### config.mk
export PLATFORM = sky130hd
export DESIGN_NAME = scc_regbank
export DESIGN_NICKNAME = d
export VERILOG_FILES = /design/src/rtl/scc_pkg.sv /design/src/rtl/scc_ctrl_reg.sv /design/src/rtl/scc_tbl_regs.sv /design/src/rtl/scc_maint_dec.sv /design/src/rtl/scc_regbank.sv
export SDC_FILE = /design/constraint.sdc
export NUM_CORES = 1
export LEC_CHECK = 0
export ABC_AREA = 1
export BUFFER_PORTS_ARGS = -buffer_cell sky130_fd_sc_hd__buf_2
export CAP_MARGIN = 40
export CORE_UTILIZATION = 40
export CTS_BUF_LIST = sky130_fd_sc_hd__clkbuf_8
export DETAILED_ROUTE_END_ITERATION = 16
export PLACE_DENSITY = 0.69
export SYNTH_ARGS = -nofsm -noshare
export SYNTH_HDL_FRONTEND = slang
export SYNTH_SLANG_ARGS = --single-unit
### constraint.sdc
create_clock -name clk -period 2.8 [get_ports clk]
set_input_delay 0.28 -clock clk [delete_from_list [all_inputs] [get_ports clk]]
set_output_delay 0.28 -clock clk [all_outputs]
set_load 0.01 [all_outputs]
### src/rtl/scc_pkg.sv
package scc_pkg;
  localparam int unsigned XLEN     = 32;
  localparam int unsigned CRN_W    = 4;
  localparam int unsigned OP2_W    = 3;
  localparam int unsigned CRM_W    = 4;
  localparam int unsigned CODE_W   = OP2_W + CRM_W;

  // register numbers
  localparam logic [CRN_W-1:0] RN_CTRL  = 4'd1;
  localparam logic [CRN_W-1:0] RN_TTB   = 4'd2;
  localparam logic [CRN_W-1:0] RN_DOM   = 4'd3;
  localparam logic [CRN_W-1:0] RN_RSVD  = 4'd4;
  localparam logic [CRN_W-1:0] RN_CACHE = 4'd7;
  localparam logic [CRN_W-1:0] RN_TLB   = 4'd8;

  // control word bit positions
  localparam int unsigned CB_MMU   = 0;
  localparam int unsigned CB_ALIGN = 1;
  localparam int unsigned CB_DC    = 2;
  localparam int unsigned CB_BIGE  = 7;
  localparam int unsigned CB_SYSP  = 8;
  localparam int unsigned CB_ROMP  = 9;
  localparam int unsigned CB_IC    = 12;
  localparam int unsigned CB_VHI   = 13;
  localparam int unsigned CB_RR    = 14;
  localparam int unsigned CB_CLKLO = 30;
  localparam int unsigned CB_CLKHI = 31;

  localparam logic [XLEN-1:0] CTRL_KEEP = 32'hC000_7387;
  localparam logic [XLEN-1:0] CTRL_ONES = 32'h0000_0078;
  localparam logic [XLEN-1:0] VEC_HIGH  = 32'hFFFF_0000;

  typedef enum logic [2:0] {
    TLB_ALL_BOTH = 3'd0,
    TLB_ALL_I    = 3'd1,
    TLB_ENT_I    = 3'd2,
    TLB_ALL_D    = 3'd3,
    TLB_ENT_D    = 3'd4
  } tlb_kind_e;

  typedef struct packed {
    logic      hit;
    tlb_kind_e kind;
  } tlb_dec_t;

  // read view of the control word: stored bits plus hard-wired fields
  function automatic logic [XLEN-1:0] ctrl_view(input logic [XLEN-1:0] stored);
    return (stored & CTRL_KEEP) | CTRL_ONES;
  endfunction

  function automatic logic [XLEN-1:0] vec_of(input logic hi);
    return hi ? VEC_HIGH : '0;
  endfunction

  function automatic tlb_dec_t tlb_decode(input logic [OP2_W-1:0] op2,
                                          input logic [CRM_W-1:0] crm);
    tlb_dec_t d;
    d.hit  = 1'b1;
    d.kind = TLB_ALL_BOTH;
    unique case ({crm, op2})
      {4'd7, 3'd0}: d.kind = TLB_ALL_BOTH;
      {4'd5, 3'd0}: d.kind = TLB_ALL_I;
      {4'd5, 3'd1}: d.kind = TLB_ENT_I;
      {4'd6, 3'd0}: d.kind = TLB_ALL_D;
      {4'd6, 3'd1}: d.kind = TLB_ENT_D;
      default:      d.hit  = 1'b0;
    endcase
    return d;
  endfunction
endpackage

### src/rtl/scc_ctrl_reg.sv
module scc_ctrl_reg
  import scc_pkg::*;
#(
  parameter int unsigned W = XLEN
) (
  input  logic         clk,
  input  logic         rst_n,
  input  logic         we,
  input  logic [W-1:0] wdata,
  output logic [W-1:0] stored
);
  localparam logic [W-1:0] KEEP = W'(CTRL_KEEP);

  always_ff @(posedge clk or negedge rst_n) begin
    if (!rst_n)  stored <= '0;
    else if (we) stored <= wdata & KEEP;
  end
endmodule

### src/rtl/scc_tbl_regs.sv
module scc_tbl_regs #(
  parameter int unsigned W       = 32,
  parameter int unsigned TTB_LSB = 14,
  parameter int unsigned DOM_N   = 16,
  parameter int unsigned DOM_W   = 2
) (
  input  logic         clk,
  input  logic         rst_n,
  input  logic         we_ttb,
  input  logic         we_dom,
  input  logic [W-1:0] wdata,
  output logic [W-1:0] ttb,
  output logic [W-1:0] dom
);
  localparam int unsigned PTR_W = W - TTB_LSB;

  logic [PTR_W-1:0] ptr_q;

  always_ff @(posedge clk or negedge rst_n) begin
    if (!rst_n)      ptr_q <= '0;
    else if (we_ttb) ptr_q <= wdata[W-1:TTB_LSB];
  end
  assign ttb = {ptr_q, {TTB_LSB{1'b0}}};

  for (genvar g = 0; g < DOM_N; g++) begin : g_dom
    logic [DOM_W-1:0] fld_q;
    always_ff @(posedge clk or negedge rst_n) begin
      if (!rst_n)      fld_q <= '0;
      else if (we_dom) fld_q <= wdata[g*DOM_W +: DOM_W];
    end
    assign dom[g*DOM_W +: DOM_W] = fld_q;
  end
endmodule

### src/rtl/scc_maint_dec.sv
module scc_maint_dec
  import scc_pkg::*;
(
  input  logic              clk,
  input  logic              rst_n,
  input  logic              cache_wr,
  input  logic              tlb_wr,
  input  logic [OP2_W-1:0]  op2,
  input  logic [CRM_W-1:0]  crm,
  input  logic [XLEN-1:0]   data,
  output logic              tlb_hit,
  output logic              cache_vld,
  output logic [CODE_W-1:0] cache_code,
  output logic [XLEN-1:0]   cache_data,
  output logic              tlb_vld,
  output tlb_kind_e         tlb_kind,
  output logic [XLEN-1:0]   tlb_addr
);
  tlb_dec_t dec;
  assign dec     = tlb_decode(op2, crm);
  assign tlb_hit = dec.hit;

  always_ff @(posedge clk or negedge rst_n) begin
    if (!rst_n) begin
      cache_vld  <= 1'b0;
      cache_code <= '0;
      cache_data <= '0;
      tlb_vld    <= 1'b0;
      tlb_kind   <= TLB_ALL_BOTH;
      tlb_addr   <= '0;
    end else begin
      cache_vld <= cache_wr;
      tlb_vld   <= tlb_wr && dec.hit;
      if (cache_wr) begin
        cache_code <= {op2, crm};
        cache_data <= data;
      end
      if (tlb_wr && dec.hit) begin
        tlb_kind <= dec.kind;
        tlb_addr <= data;
      end
    end
  end
endmodule

### src/rtl/scc_regbank.sv
module scc_regbank
  import scc_pkg::*;
#(
  parameter int unsigned TTB_LSB = 14,
  parameter int unsigned DOM_N   = 16,
  parameter int unsigned DOM_W   = 2
) (
  input  logic         clk,
  input  logic         rst_n,
  input  logic         wr_en,
  input  logic [3:0]   wr_crn,
  input  logic [2:0]   wr_op2,
  input  logic [3:0]   wr_crm,
  input  logic [31:0]  wr_data,
  input  logic [3:0]   rd_crn,
  output logic [31:0]  rd_data,
  output logic         mmu_en,
  output logic         align_chk,
  output logic         dcache_en,
  output logic         icache_en,
  output logic         big_endian,
  output logic         sys_prot,
  output logic         rom_prot,
  output logic         rr_repl,
  output logic [31:0]  vec_base,
  output logic [1:0]   clk_mode,
  output logic [31:0]  ttb_base,
  output logic [31:0]  domain_ac,
  output logic         cache_op_vld,
  output logic [6:0]   cache_op_code,
  output logic [31:0]  cache_op_data,
  output logic         tlb_op_vld,
  output logic [2:0]   tlb_op_kind,
  output logic [31:0]  tlb_op_addr
);
  // named write events, also watched by the checker
  logic wr_ctrl, wr_ttb, wr_dom, wr_cache, wr_tlb, tlb_hit;
  assign wr_ctrl  = wr_en && (wr_crn == RN_CTRL);
  assign wr_ttb   = wr_en && (wr_crn == RN_TTB);
  assign wr_dom   = wr_en && (wr_crn == RN_DOM);
  assign wr_cache = wr_en && (wr_crn == RN_CACHE);
  assign wr_tlb   = wr_en && (wr_crn == RN_TLB);

  logic [XLEN-1:0] ctrl_q;
  tlb_kind_e       kind_w;

  scc_ctrl_reg #(.W(XLEN)) u_ctrl (
    .clk(clk), .rst_n(rst_n), .we(wr_ctrl), .wdata(wr_data), .stored(ctrl_q)
  );

  scc_tbl_regs #(.W(XLEN), .TTB_LSB(TTB_LSB), .DOM_N(DOM_N), .DOM_W(DOM_W)) u_tbl (
    .clk(clk), .rst_n(rst_n), .we_ttb(wr_ttb), .we_dom(wr_dom),
    .wdata(wr_data), .ttb(ttb_base), .dom(domain_ac)
  );

  scc_maint_dec u_maint (
    .clk(clk), .rst_n(rst_n), .cache_wr(wr_cache), .tlb_wr(wr_tlb),
    .op2(wr_op2), .crm(wr_crm), .data(wr_data), .tlb_hit(tlb_hit),
    .cache_vld(cache_op_vld), .cache_code(cache_op_code), .cache_data(cache_op_data),
    .tlb_vld(tlb_op_vld), .tlb_kind(kind_w), .tlb_addr(tlb_op_addr)
  );
  assign tlb_op_kind = kind_w;

  assign mmu_en     = ctrl_q[CB_MMU];
  assign align_chk  = ctrl_q[CB_ALIGN];
  assign dcache_en  = ctrl_q[CB_DC];
  assign big_endian = ctrl_q[CB_BIGE];
  assign sys_prot   = ctrl_q[CB_SYSP];
  assign rom_prot   = ctrl_q[CB_ROMP];
  assign icache_en  = ctrl_q[CB_IC];
  assign rr_repl    = ctrl_q[CB_RR];
  assign clk_mode   = ctrl_q[CB_CLKHI:CB_CLKLO];
  assign vec_base   = vec_of(ctrl_q[CB_VHI]);

  always_comb begin
    unique case (rd_crn)
      RN_CTRL: rd_data = ctrl_view(ctrl_q);
      RN_TTB:  rd_data = ttb_base;
      RN_DOM:  rd_data = domain_ac;
      default: rd_data = '0;
    endcase
  end
endmodule

==> run metrics <==
final period utilization 73.3%; DRT Pass-1 Iters 5; clk sinks 137; setup slack after layout 0.748 ns; fraction of registers with async set/reset 100%; Post-CTS Resized 0; Buffers on Ports 233; Switching Fraction 31.3%; combinational share of power 20.6%; min Tclk post-route 2.05 ns; met3 GRT Util 5.57%; first-pass GRT wire length 26800 um; Seq/Total Area, Yosys 54.7%; FF-to-FF End u_ctrl.stored[13]; reg-to-reg slack, setup 1.93 ns; ys flop type dfrtp_1; most common cell after layout, fill and taps aside buf_2; Crit path required time 2.52 ns; Crit Path Class input pin to output port; synthesized area per cell 8.73 um^2; via count 5452; FF+latch count, synth 137; worst min path class input pin to flip-flop; worst-path cell chain buf_2 > nor2_2 > nand2_1 > nor2_1 > nand2_1 > nand3_1 > buf_2; run status completed; clock skew 0 ns; worst-margin pin slew 0.729 ns; Power Density 677 nW/um^2; PnR Total Power 5.25 mW; Chip Height 127 um; R2R cell count 2; WHS Path Cells 3; num rows 45; initial antenna violation count 4; initial core utilization 41.1%; FF-to-FF Start u_ctrl.stored[13]; met2 Use GR 33.9%; Sequential Power Share 48.1%; busiest grt layer met2; drt first-iter violations 351; H-tree Lvls 4; area delta synth->final 23.9%; CP max stage delay 0.62 ns; Core Region 15300 um^2; Max-Slew Margin vs Limit 51.2%; startpoint types input pin; postcts setup bufs 0; Hold Violations, Final 0; met1 Use GR 29.9%; commonest cells after routing, fill and taps aside buf_2 (232), nand2_1 (170), dfrtp_1 (137); number of synthesized flops with an enable pin 0; total die area 16200 um^2; CTS Root Cell clkbuf_8; Psw 1.64 mW; hold_sp wr_data[31]; Endpoint, Worst Hold u_maint.tlb_addr[31]; layout cells sized above 1 32.0%; Final Setup Violations 0; clock-pin slew of the registers on the worst-case setup and hold paths 0.09 ns; routability cong. 0.842; CTS Buf Count 17; maximum fanout along the worst path 11; Clk pwr share 31.3%; cell-internal power 3.61 mW; hold_ws 0.0732 ns; mapped cell area 6270 um^2; vias per cell 4.73; Slew Viols, Final 0; Final nets 974; Critical-path top delay cell nor2_1; worst skew pair latency 0.42 ns; Avg WL per Cell 15.0 um; vias in the first global route 4821; Max VDD drop 251 uV; WL final 17300 um; Die Span X 127 um; GR Overflow Total 0; Netlist cell types 23; leak pwr 4.51 nW; CTS tree done; CP endpoint kind output port; remaining antenna violation count 0; clock buffer depth 2; # IOs 264; GR Util All Layers 21.8%; Post-CTS Hold Fix Bufs 1; family with the most delay on the worst path simple AND/OR/NAND/NOR gates; Synthesis Warnings 0; largest net degree at the start of global routing 68; DP HPWL 12500 um; Cells after Synth 718; FMAX 487 MHz; Worst EP arrival 1.77 ns; worst path bufs/invs 2; pre-CTS WS 0.713 ns; Fin Setup TNS 0 ns; # DRC 0; RSZ-0062 raised after global routing false; max_cap viols 0
## final cells by class
class                           instances  area, um^2
Fill cell                            1519        7490
Clock inverter                         11         119
Timing Repair Buffer                  242        1290
Sequential cell                       137        3430
Multi-Input combinational cell        458        2110
Tap cell                              211         264
Inverter                               68         255
Antenna cell                            4        10.0
Clock buffer                           21         289
## worst min-delay path, cell delays in order
cell     delay, ns
buf_2         0.09
nand3_1       0.06
nand2_1       0.05
## flip-flops by register name, summed over array words and instances, names as in the netlist
register / cells
u_maint.tlb_kind: 3
u_maint.tlb_vld: 1
u_ctrl.stored: 11
u_maint.cache_code: 7
u_tbl.ptr_q: 18
u_tbl.g_dom.fld_q: 32
u_maint.tlb_addr: 32
u_maint.cache_data: 32
u_maint.cache_vld: 1
## logic make-up (layout without fill, tap and decap cells)
group | after synthesis | count (layout) | share of synthesized area [%]
and+or+nand+nor | 308 | 308 | 22.3
buffers and inverters | 152 | 342 | 13.4
DFF | 137 | 137 | 54.7
AOI/OAI and AO/OA | 120 | 120 | 9.58
other | 1 | 34 | 0.0598
## power by group through the flow
stage                     clock [mW]  sequential (mW)  combinational (mW)
after floorplan                    0             2.68               0.462
after global placement             0             2.56                1.07
after detailed placement           0             2.56                1.10
after CTS                       1.69             2.53                1.10
after global routing            1.78             2.57                1.21
final                           1.64             2.53                1.08
## synth_stat cells (2+ instances only)
cell type | number | area share [%]
nand4_1 | 3 | 0.30
nand3_2 | 11 | 1.8
nand3_1 | 92 | 7.3
a21oi_1 | 4 | 0.32
buf_2 | 6 | 0.48
o21ai_1 | 10 | 0.80
nor2_2 | 7 | 0.70
nor2_1 | 18 | 1.1
nand2_2 | 4 | 0.40
inv_2 | 2 | 0.12
buf_1 | 2 | 0.12
buf_6 | 9 | 1.6
inv_1 | 66 | 4.0
o21ai_0 | 106 | 8.5
dfrtp_1 | 137 | 55
buf_4 | 48 | 5.7
nand2_1 | 170 | 10
clkbuf_1 | 18 | 1.1
## stage by stage
stage / area, um^2 / instances / util (%)
final: 7760 / 1152 / 50.9
after CTS: 7750 / 1148 / 50.8
after floorplan: 6380 / 747 / -
after global routing: 7760 / 1151 / 50.9
after global placement: 7310 / 1114 / 47.9
after detailed placement: 7340 / 1115 / 48.1
## worst max path at each step
stage / end / depth (start not counted) / from
2_1_floorplan: rd_data[10] / 6 / rd_crn[3]
3_3_place_gp: rd_data[14] / 7 / rd_crn[3]
3_5_place_dp: rd_data[14] / 7 / rd_crn[3]
4_1_cts: rd_data[14] / 7 / rd_crn[3]
5_1_grt: rd_data[2] / 7 / rd_crn[3]
6_report: rd_data[14] / 7 / rd_crn[3]
## per-layer routing
metal	vias up	part of all wire (%)	wire, um
li1	2651	-	-
met5	-	0	0
met3	16	5.5	947
met4	0	1.5	253
met1	2588	47	8040
met2	197	46	8030
No activity file was read; power rests on OpenSTA's default activity.
